===== src/rtl/wbm_pkg.sv =====
package wbm_pkg;
  // Decoded action for the store presented in the current cycle.
  typedef enum logic [1:0] {
    ACT_IDLE  = 2'd0,
    ACT_MERGE = 2'd1,
    ACT_ALLOC = 2'd2,
    ACT_STALL = 2'd3
  } st_act_e;
endpackage


===== src/rtl/wbm_lookup.sv =====
// Block-address comparator across all entries.
module wbm_lookup #(
  parameter int N_ENT = 4,
  parameter int BW    = 4
) (
  input  logic [N_ENT-1:0]         vld,
  input  logic [N_ENT-1:0][BW-1:0] blk,
  input  logic [BW-1:0]            key,
  output logic [N_ENT-1:0]         hit
);
  for (genvar i = 0; i < N_ENT; i++) begin : g_cmp
    assign hit[i] = vld[i] && (blk[i] == key);
  end
endmodule


===== src/rtl/wbm_age_sel.sv =====
// Picks the youngest candidate, counting age from the ring head.
module wbm_age_sel #(
  parameter int N_ENT = 4,
  parameter int IW    = 2
) (
  input  logic [IW-1:0]    head,
  input  logic [N_ENT-1:0] cand,
  output logic             any,
  output logic [IW-1:0]    idx
);
  always_comb begin
    any = 1'b0;
    idx = head;
    for (int a = 0; a < N_ENT; a++) begin
      logic [IW:0] sum;
      sum = {1'b0, head} + (IW+1)'(a);
      if (sum >= (IW+1)'(N_ENT)) sum = sum - (IW+1)'(N_ENT);
      if (cand[sum[IW-1:0]]) begin
        any = 1'b1;
        idx = sum[IW-1:0];
      end
    end
  end
endmodule


===== src/rtl/wbm_ring_ctl.sv =====
// Head/tail pointers and occupancy for the entry ring.
module wbm_ring_ctl #(
  parameter int N_ENT = 4,
  parameter int IW    = 2,
  parameter int CW    = 3
) (
  input  logic          clk,
  input  logic          rst_n,
  input  logic          push,
  input  logic          pop,
  output logic [IW-1:0] head,
  output logic [IW-1:0] tail,
  output logic [CW-1:0] occ
);
  logic [IW-1:0] head_d, tail_d;
  logic [CW-1:0] occ_d;

  function automatic logic [IW-1:0] step(input logic [IW-1:0] p);
    return (p == IW'(N_ENT-1)) ? '0 : p + IW'(1);
  endfunction

  always_comb begin
    head_d = pop  ? step(head) : head;
    tail_d = push ? step(tail) : tail;
    occ_d  = occ;
    if (push && !pop) occ_d = occ + CW'(1);
    if (pop && !push) occ_d = occ - CW'(1);
  end

  always_ff @(posedge clk or negedge rst_n) begin
    if (!rst_n) begin
      head <= '0;
      tail <= '0;
      occ  <= '0;
    end else if (push || pop) begin
      head <= head_d;
      tail <= tail_d;
      occ  <= occ_d;
    end
  end
endmodule


===== src/rtl/wbm_top.sv =====
module wbm_top
  import wbm_pkg::*;
#(
  parameter int N_ENT = 4,
  parameter int WPE   = 4,
  parameter int DW    = 32,
  parameter int AW    = 10
) (
  input  logic                          clk,
  input  logic                          rst_n,
  input  logic                          st_valid,
  input  logic [AW-1:0]                 st_addr,
  input  logic [DW-1:0]                 st_data,
  output logic                          st_ready,
  input  logic                          ld_valid,
  input  logic [AW-1:0]                 ld_addr,
  output logic                          ld_hit,
  output logic                          ld_wait,
  output logic [DW-1:0]                 ld_data,
  output logic                          mw_valid,
  input  logic                          mw_ready,
  output logic [AW-$clog2(WPE)-1:0]     mw_addr,
  output logic [WPE-1:0]                mw_mask,
  output logic [WPE*DW-1:0]             mw_data
);
  localparam int OW = $clog2(WPE);
  localparam int BW = AW - OW;
  localparam int IW = $clog2(N_ENT);
  localparam int CW = $clog2(N_ENT + 1);

  // Entry state
  logic [N_ENT-1:0]                    vld_q, vld_d;
  logic [N_ENT-1:0][WPE-1:0]           mask_q, mask_d;
  logic [N_ENT-1:0][BW-1:0]            blk_q, blk_d;
  logic [N_ENT-1:0][WPE-1:0][DW-1:0]   data_q, data_d;

  logic [IW-1:0] head, tail;
  logic [CW-1:0] occ;
  logic          full, push, pop, data_en;
  st_act_e       st_act;

  // Address split
  logic [BW-1:0] st_blk, ld_blk;
  logic [OW-1:0] st_widx, ld_widx;
  assign st_blk  = st_addr[AW-1:OW];
  assign st_widx = st_addr[OW-1:0];
  assign ld_blk  = ld_addr[AW-1:OW];
  assign ld_widx = ld_addr[OW-1:0];

  // Store match: the head entry is locked while offered to memory
  logic [N_ENT-1:0] st_bhit, mg_cand;
  logic             mg_any;
  logic [IW-1:0]    mg_idx;

  wbm_lookup #(.N_ENT(N_ENT), .BW(BW)) st_lkp_i (
    .vld(vld_q), .blk(blk_q), .key(st_blk), .hit(st_bhit)
  );

  always_comb begin
    mg_cand       = st_bhit;
    mg_cand[head] = 1'b0;
  end

  wbm_age_sel #(.N_ENT(N_ENT), .IW(IW)) mg_sel_i (
    .head(head), .cand(mg_cand), .any(mg_any), .idx(mg_idx)
  );

  assign full = (occ == CW'(N_ENT));

  always_comb begin
    if (!st_valid)   st_act = ACT_IDLE;
    else if (mg_any) st_act = ACT_MERGE;
    else if (!full)  st_act = ACT_ALLOC;
    else             st_act = ACT_STALL;
  end

  assign st_ready = mg_any || !full;
  assign push     = (st_act == ACT_ALLOC);
  assign pop      = mw_valid && mw_ready;
  assign data_en  = (st_act == ACT_MERGE) || (st_act == ACT_ALLOC);

  wbm_ring_ctl #(.N_ENT(N_ENT), .IW(IW), .CW(CW)) ring_i (
    .clk(clk), .rst_n(rst_n), .push(push), .pop(pop),
    .head(head), .tail(tail), .occ(occ)
  );

  // Next-state for entries
  always_comb begin
    vld_d  = vld_q;
    mask_d = mask_q;
    blk_d  = blk_q;
    data_d = data_q;
    if (pop) vld_d[head] = 1'b0;
    case (st_act)
      ACT_MERGE: begin
        mask_d[mg_idx][st_widx] = 1'b1;
        data_d[mg_idx][st_widx] = st_data;
      end
      ACT_ALLOC: begin
        vld_d[tail]           = 1'b1;
        blk_d[tail]           = st_blk;
        mask_d[tail]          = '0;
        mask_d[tail][st_widx] = 1'b1;
        data_d[tail][st_widx] = st_data;
      end
      default: ;
    endcase
  end

  always_ff @(posedge clk or negedge rst_n) begin
    if (!rst_n) begin
      vld_q  <= '0;
      mask_q <= '0;
    end else begin
      vld_q  <= vld_d;
      mask_q <= mask_d;
    end
  end

  always_ff @(posedge clk) begin
    if (data_en) begin
      blk_q  <= blk_d;
      data_q <= data_d;
    end
  end

  // Drain port: head entry
  assign mw_valid = vld_q[head];
  assign mw_addr  = blk_q[head];
  assign mw_mask  = mask_q[head];
  assign mw_data  = data_q[head];

  // Load lookup
  logic [N_ENT-1:0] ld_bhit, ld_whit;
  logic             ld_any;
  logic [IW-1:0]    ld_sel;

  wbm_lookup #(.N_ENT(N_ENT), .BW(BW)) ld_lkp_i (
    .vld(vld_q), .blk(blk_q), .key(ld_blk), .hit(ld_bhit)
  );

  for (genvar i = 0; i < N_ENT; i++) begin : g_whit
    assign ld_whit[i] = ld_bhit[i] && mask_q[i][ld_widx];
  end

  wbm_age_sel #(.N_ENT(N_ENT), .IW(IW)) ld_age_i (
    .head(head), .cand(ld_whit), .any(ld_any), .idx(ld_sel)
  );

  assign ld_hit  = ld_valid && ld_any;
  assign ld_wait = ld_valid && (|ld_bhit) && !ld_any;
  assign ld_data = data_q[ld_sel][ld_widx];
endmodule


===== config.mk =====
export PLATFORM = sky130hd
export DESIGN_NAME = wbm_top
export DESIGN_NICKNAME = d
export VERILOG_FILES = /design/src/rtl/wbm_pkg.sv /design/src/rtl/wbm_lookup.sv /design/src/rtl/wbm_age_sel.sv /design/src/rtl/wbm_ring_ctl.sv /design/src/rtl/wbm_top.sv
export SDC_FILE = /design/constraint.sdc
export NUM_CORES = 1
export LEC_CHECK = 0
export CAP_MARGIN = 40
export CORE_MARGIN = 2
export CORE_UTILIZATION = 55
export DETAILED_ROUTE_END_ITERATION = 7
export DONT_BUFFER_PORTS = 1
export GPL_TIMING_DRIVEN = 0
export PLACE_DENSITY = 0.7
export SLEW_MARGIN = 20
export SYNTH_ARGS = -nofsm -noshare
export SYNTH_HDL_FRONTEND = slang
export SYNTH_SLANG_ARGS = --single-unit

===== constraint.sdc =====
create_clock -name clk -period 7.9 [get_ports clk]
set_input_delay 0.395 -clock clk [delete_from_list [all_inputs] [get_ports clk]]
set_output_delay 0.395 -clock clk [all_outputs]
set_load 0.1 [all_outputs]

==> flow_summary_export.csv <==
group,metric,value,unit
outcome,status,"finished clean",
power,pwr-share-clk,17.3,%
floorplan,fp.dieArea,56920,um2
logic_synthesis,synth_fa_ha_area_share,0.5209,%
sta,maxSlewHeadroom,40.26,%
clock_network,clkLatencyLatePin,640,ps
logic_synthesis,synth_top_family_by_area,"simple AND/OR/NAND/NOR gates",
power,p_int,7.294,mW
clock_network,cts_buffers,58,
layout,area_growth,17.42,%
logic_synthesis,syn-num-nets,2490,
routing,drc,0,
setup_path,critPathCaptureType,"flip-flop",
logic_synthesis,async_flop_share,4.729,%
layout,seq_area,17010,um2
logic_synthesis,syn_area_per_cell,12.50,um2
floorplan,core_area,54130,um2
logic_synthesis,synth_compound_area_share,6.027,%
floorplan,fp.dieW,238.6,um
layout,final_common_cell,"edfxtp_1",
clock_network,post_cts_buffers,0,
sta,final_min_period_over_clock_period,68.68,%
logic_synthesis,synth_seq_area_share,56.21,%
floorplan,fp-row-count,85,
placement,place_area,33240,um2
sta,slew_violations,0,
power,leakage,12.97,nW
routing,dr.pass1.iters,7,
logic_synthesis,synthFlopType,"edfxtp_1",
layout,drive_gt1_share,17.93,%
logic_synthesis,synthDistinctLibCells,59,
logic_synthesis,synth_seq_cells,571,
setup_path,cp_max_fo,17,
routing,routed_via_density,6.782,
placement,hpwl,78510,um
routing,drt-wirelength-per-cell,32.58,um
power,power.total,15.45,mW
layout,multi_input_area,12660,um2
logic_synthesis,synth-simple-area-share,18.34,%
logic_synthesis,netlist_area,30270,um2
floorplan,die-height,238.6,um
global_route,gr-usage-all-layers,38.44,%
clock_network,clkTransAtPathRegs,60,ps
power,power-per-cell-area,434.6,nW/um2
placement,io_buffers,0,
sta,setup_violations,0,
routing,vias,22890,
floorplan,ios,233,
clock_network,h-tree-depth,2,
layout,layout_common_cells,"edfxtp_1, and2_1, nand2_1",
sta,max_freq,184.3,MHz
power,ir_worst_vdd,0.2358,mV
sta,finClkSkew,22.96,ps
logic_synthesis,synth_xor_area_share,1.939,%
sta,worst_pin_slew,896.1,ps
sta,hold_slack,125.9,ps
global_route,grt_antenna_before_repair,4,
setup_path,critPathKind,"flip-flop to flip-flop",
clock_network,clockBufferDepth,3,
logic_synthesis,synth-edff-count,544,
logic_synthesis,muxShareOfSynthArea,13.77,%
global_route,grt_max_degree,28,
global_route,grt_remaining_overflow,0,
power,p_switching,8.153,mW
routing,finalWirelength,110000,um
routing,ant_nets,0,
layout,fillers,3944,
clock_network,cts.sinks,571,
power,combPwrFrac,58.4,%
sta,rsz0062_at_grt,"false",
sta,hold_viol_final,0,
setup_path,startpoint_type,"flip-flop",
power,power_frac_seq,24.2,%
global_route,grt_pass1_wl,154600,um
flow_run,drv_cap,0,
sta,min_period,5425,ps
logic_synthesis,synthCells,2421,
setup_path,cp.required,8280,ps
setup_path,arrival,5800,ps
logic_synthesis,synth_warnings,0,
clock_network,ctsHoldBuffers,42,
layout,design_area,35540,um2
floorplan,start_util,55.91,%
clock_network,cts_tree,"built",
layout,fin_nets,2701,
global_route,grt_pass1_vias,22557,
routing,drtIter0Drc,3742,
worst_hold_path,hold_class,"input port to flip-flop",
placement,place_congestion,0.9628,
clock_network,clock-root-buffer,"clkbuf_16",
power,p_sw_share,52.78,%
clock_network,cts.repair.resized,0,
layout,postLayoutCoreUtil,65.65,%
## routing by layer
layer	routed length, um	GRT usage [%]	vias to the layer above
li1	-	-	9200
met1	37710	49.41	11305
met2	49420	58.64	1961
met3	16010	12.12	422
met4	6801	20.59	2
met5	11	0	-
## cells in the mapped netlist, types with 3 or more instances
library cell / n / area, um2
o22ai_1: 39 / 244.0
buf_6: 8 / 90.09
mux4_2: 151 / 3401
or2_2: 5 / 31.28
nor2_1: 44 / 165.2
nand2_1: 393 / 1475
buf_1: 22 / 82.58
a211oi_2: 16 / 200.2
nor3_1: 44 / 220.2
mux4_1: 4 / 105.1
nor4_1: 5 / 31.28
buf_4: 6 / 45.04
a32o_1: 32 / 320.3
clkbuf_1: 119 / 446.7
a21oi_1: 64 / 320.3
inv_1: 14 / 52.55
dfrtp_1: 27 / 675.7
edfxtp_1: 544 / 16340
o21ai_0: 36 / 180.2
ha_1: 11 / 137.6
o21a_1: 5 / 37.54
nand2b_1: 5 / 31.28
o31ai_1: 3 / 22.52
mux2i_1: 57 / 570.6
xor2_1: 22 / 192.7
buf_2: 45 / 225.2
nand4_1: 9 / 56.30
a211oi_1: 18 / 135.1
a21o_1: 10 / 75.07
mux2_2: 8 / 90.09
and3_1: 3 / 18.77
and2_1: 516 / 3228
xnor2_1: 45 / 394.1
a31oi_1: 28 / 175.2
nand3_1: 33 / 165.2
## registers in the layout, summed over array words and instances, names as in the netlist, named ones only
register     cells
blk_q           32
data_q         512
ring_i.head      2
ring_i.occ       3
ring_i.tail      2
vld_q            4
## cell families (layout without fill, tap and decap cells)
logic type / after synthesis / in the layout
buffers and inverters: 219 / 475
XOR/XNOR: 67 / 67
AND/OR/NAND/NOR: 1070 / 1070
AO/OA/AOI/OAI: 262 / 262
other: 0 / 2
adder cells (fa/ha/maj): 12 / 12
flip-flops: 571 / 571
multiplexers: 220 / 220
## path summary, 6_finish.rpt
check                            endpoint  slack, ps  cells past startpoint            from
setup / recovery              data_q[330]       2470                     15  ring_i.head[1]
hold / removal             ring_i.head[0]        130                      4        mw_ready
setup reg to reg              data_q[330]       2470                     15  ring_i.head[1]
hold reg to reg             ring_i.occ[0]        470                      1   ring_i.occ[0]
max in group asynchronous       async pin       7510                      2           rst_n
min in group asynchronous        vld_q[1]        210                      2           rst_n
## per-stage QoR
stage	instances	setup TNS (ps)	setup WS, ps
finish	3375	0	2475
detailed placement	3218	0	2577
floorplan	2421	0	2418
global placement	3117	-219240	-980.5
global route	3373	0	2161
CTS	3365	0	2535
## critical path, cell delays in order (launching register included)
cell and delay (ps):
dfrtp_1 520, clkinv_1 370, ha_1 320, nand2b_1 140
nor4_1 760, nand2b_1 250, nor2_1 80, and2_1 160
ha_1 180, clkbuf_1 190, and2_1 440, a31oi_1 550
or2_2 200, clkbuf_1 460, nor2_4 280, buf_16 250
## layout make-up
class,instances,area share (%)
inverter,17,0.1795
tap,696,2.450
multi-input combinational,1631,35.62
clock inverter,33,0.6548
antenna,2,0.01408
clock buffer,72,4.348
sequential,571,47.86
buffer,202,2.573
timing repair buffer,151,6.295
## power groups by stage
stage / sequential (mW) / combinational, mW / clock [mW]
finish: 3.75 / 9.03 / 2.68
global route: 3.76 / 9.17 / 2.78
floorplan: 3.75 / 6.32 / 0
CTS: 3.74 / 8.86 / 2.66
global placement: 3.81 / 7.83 / 0
detailed placement: 3.80 / 8.80 / 0
Power figures use the tool's default switching activity.
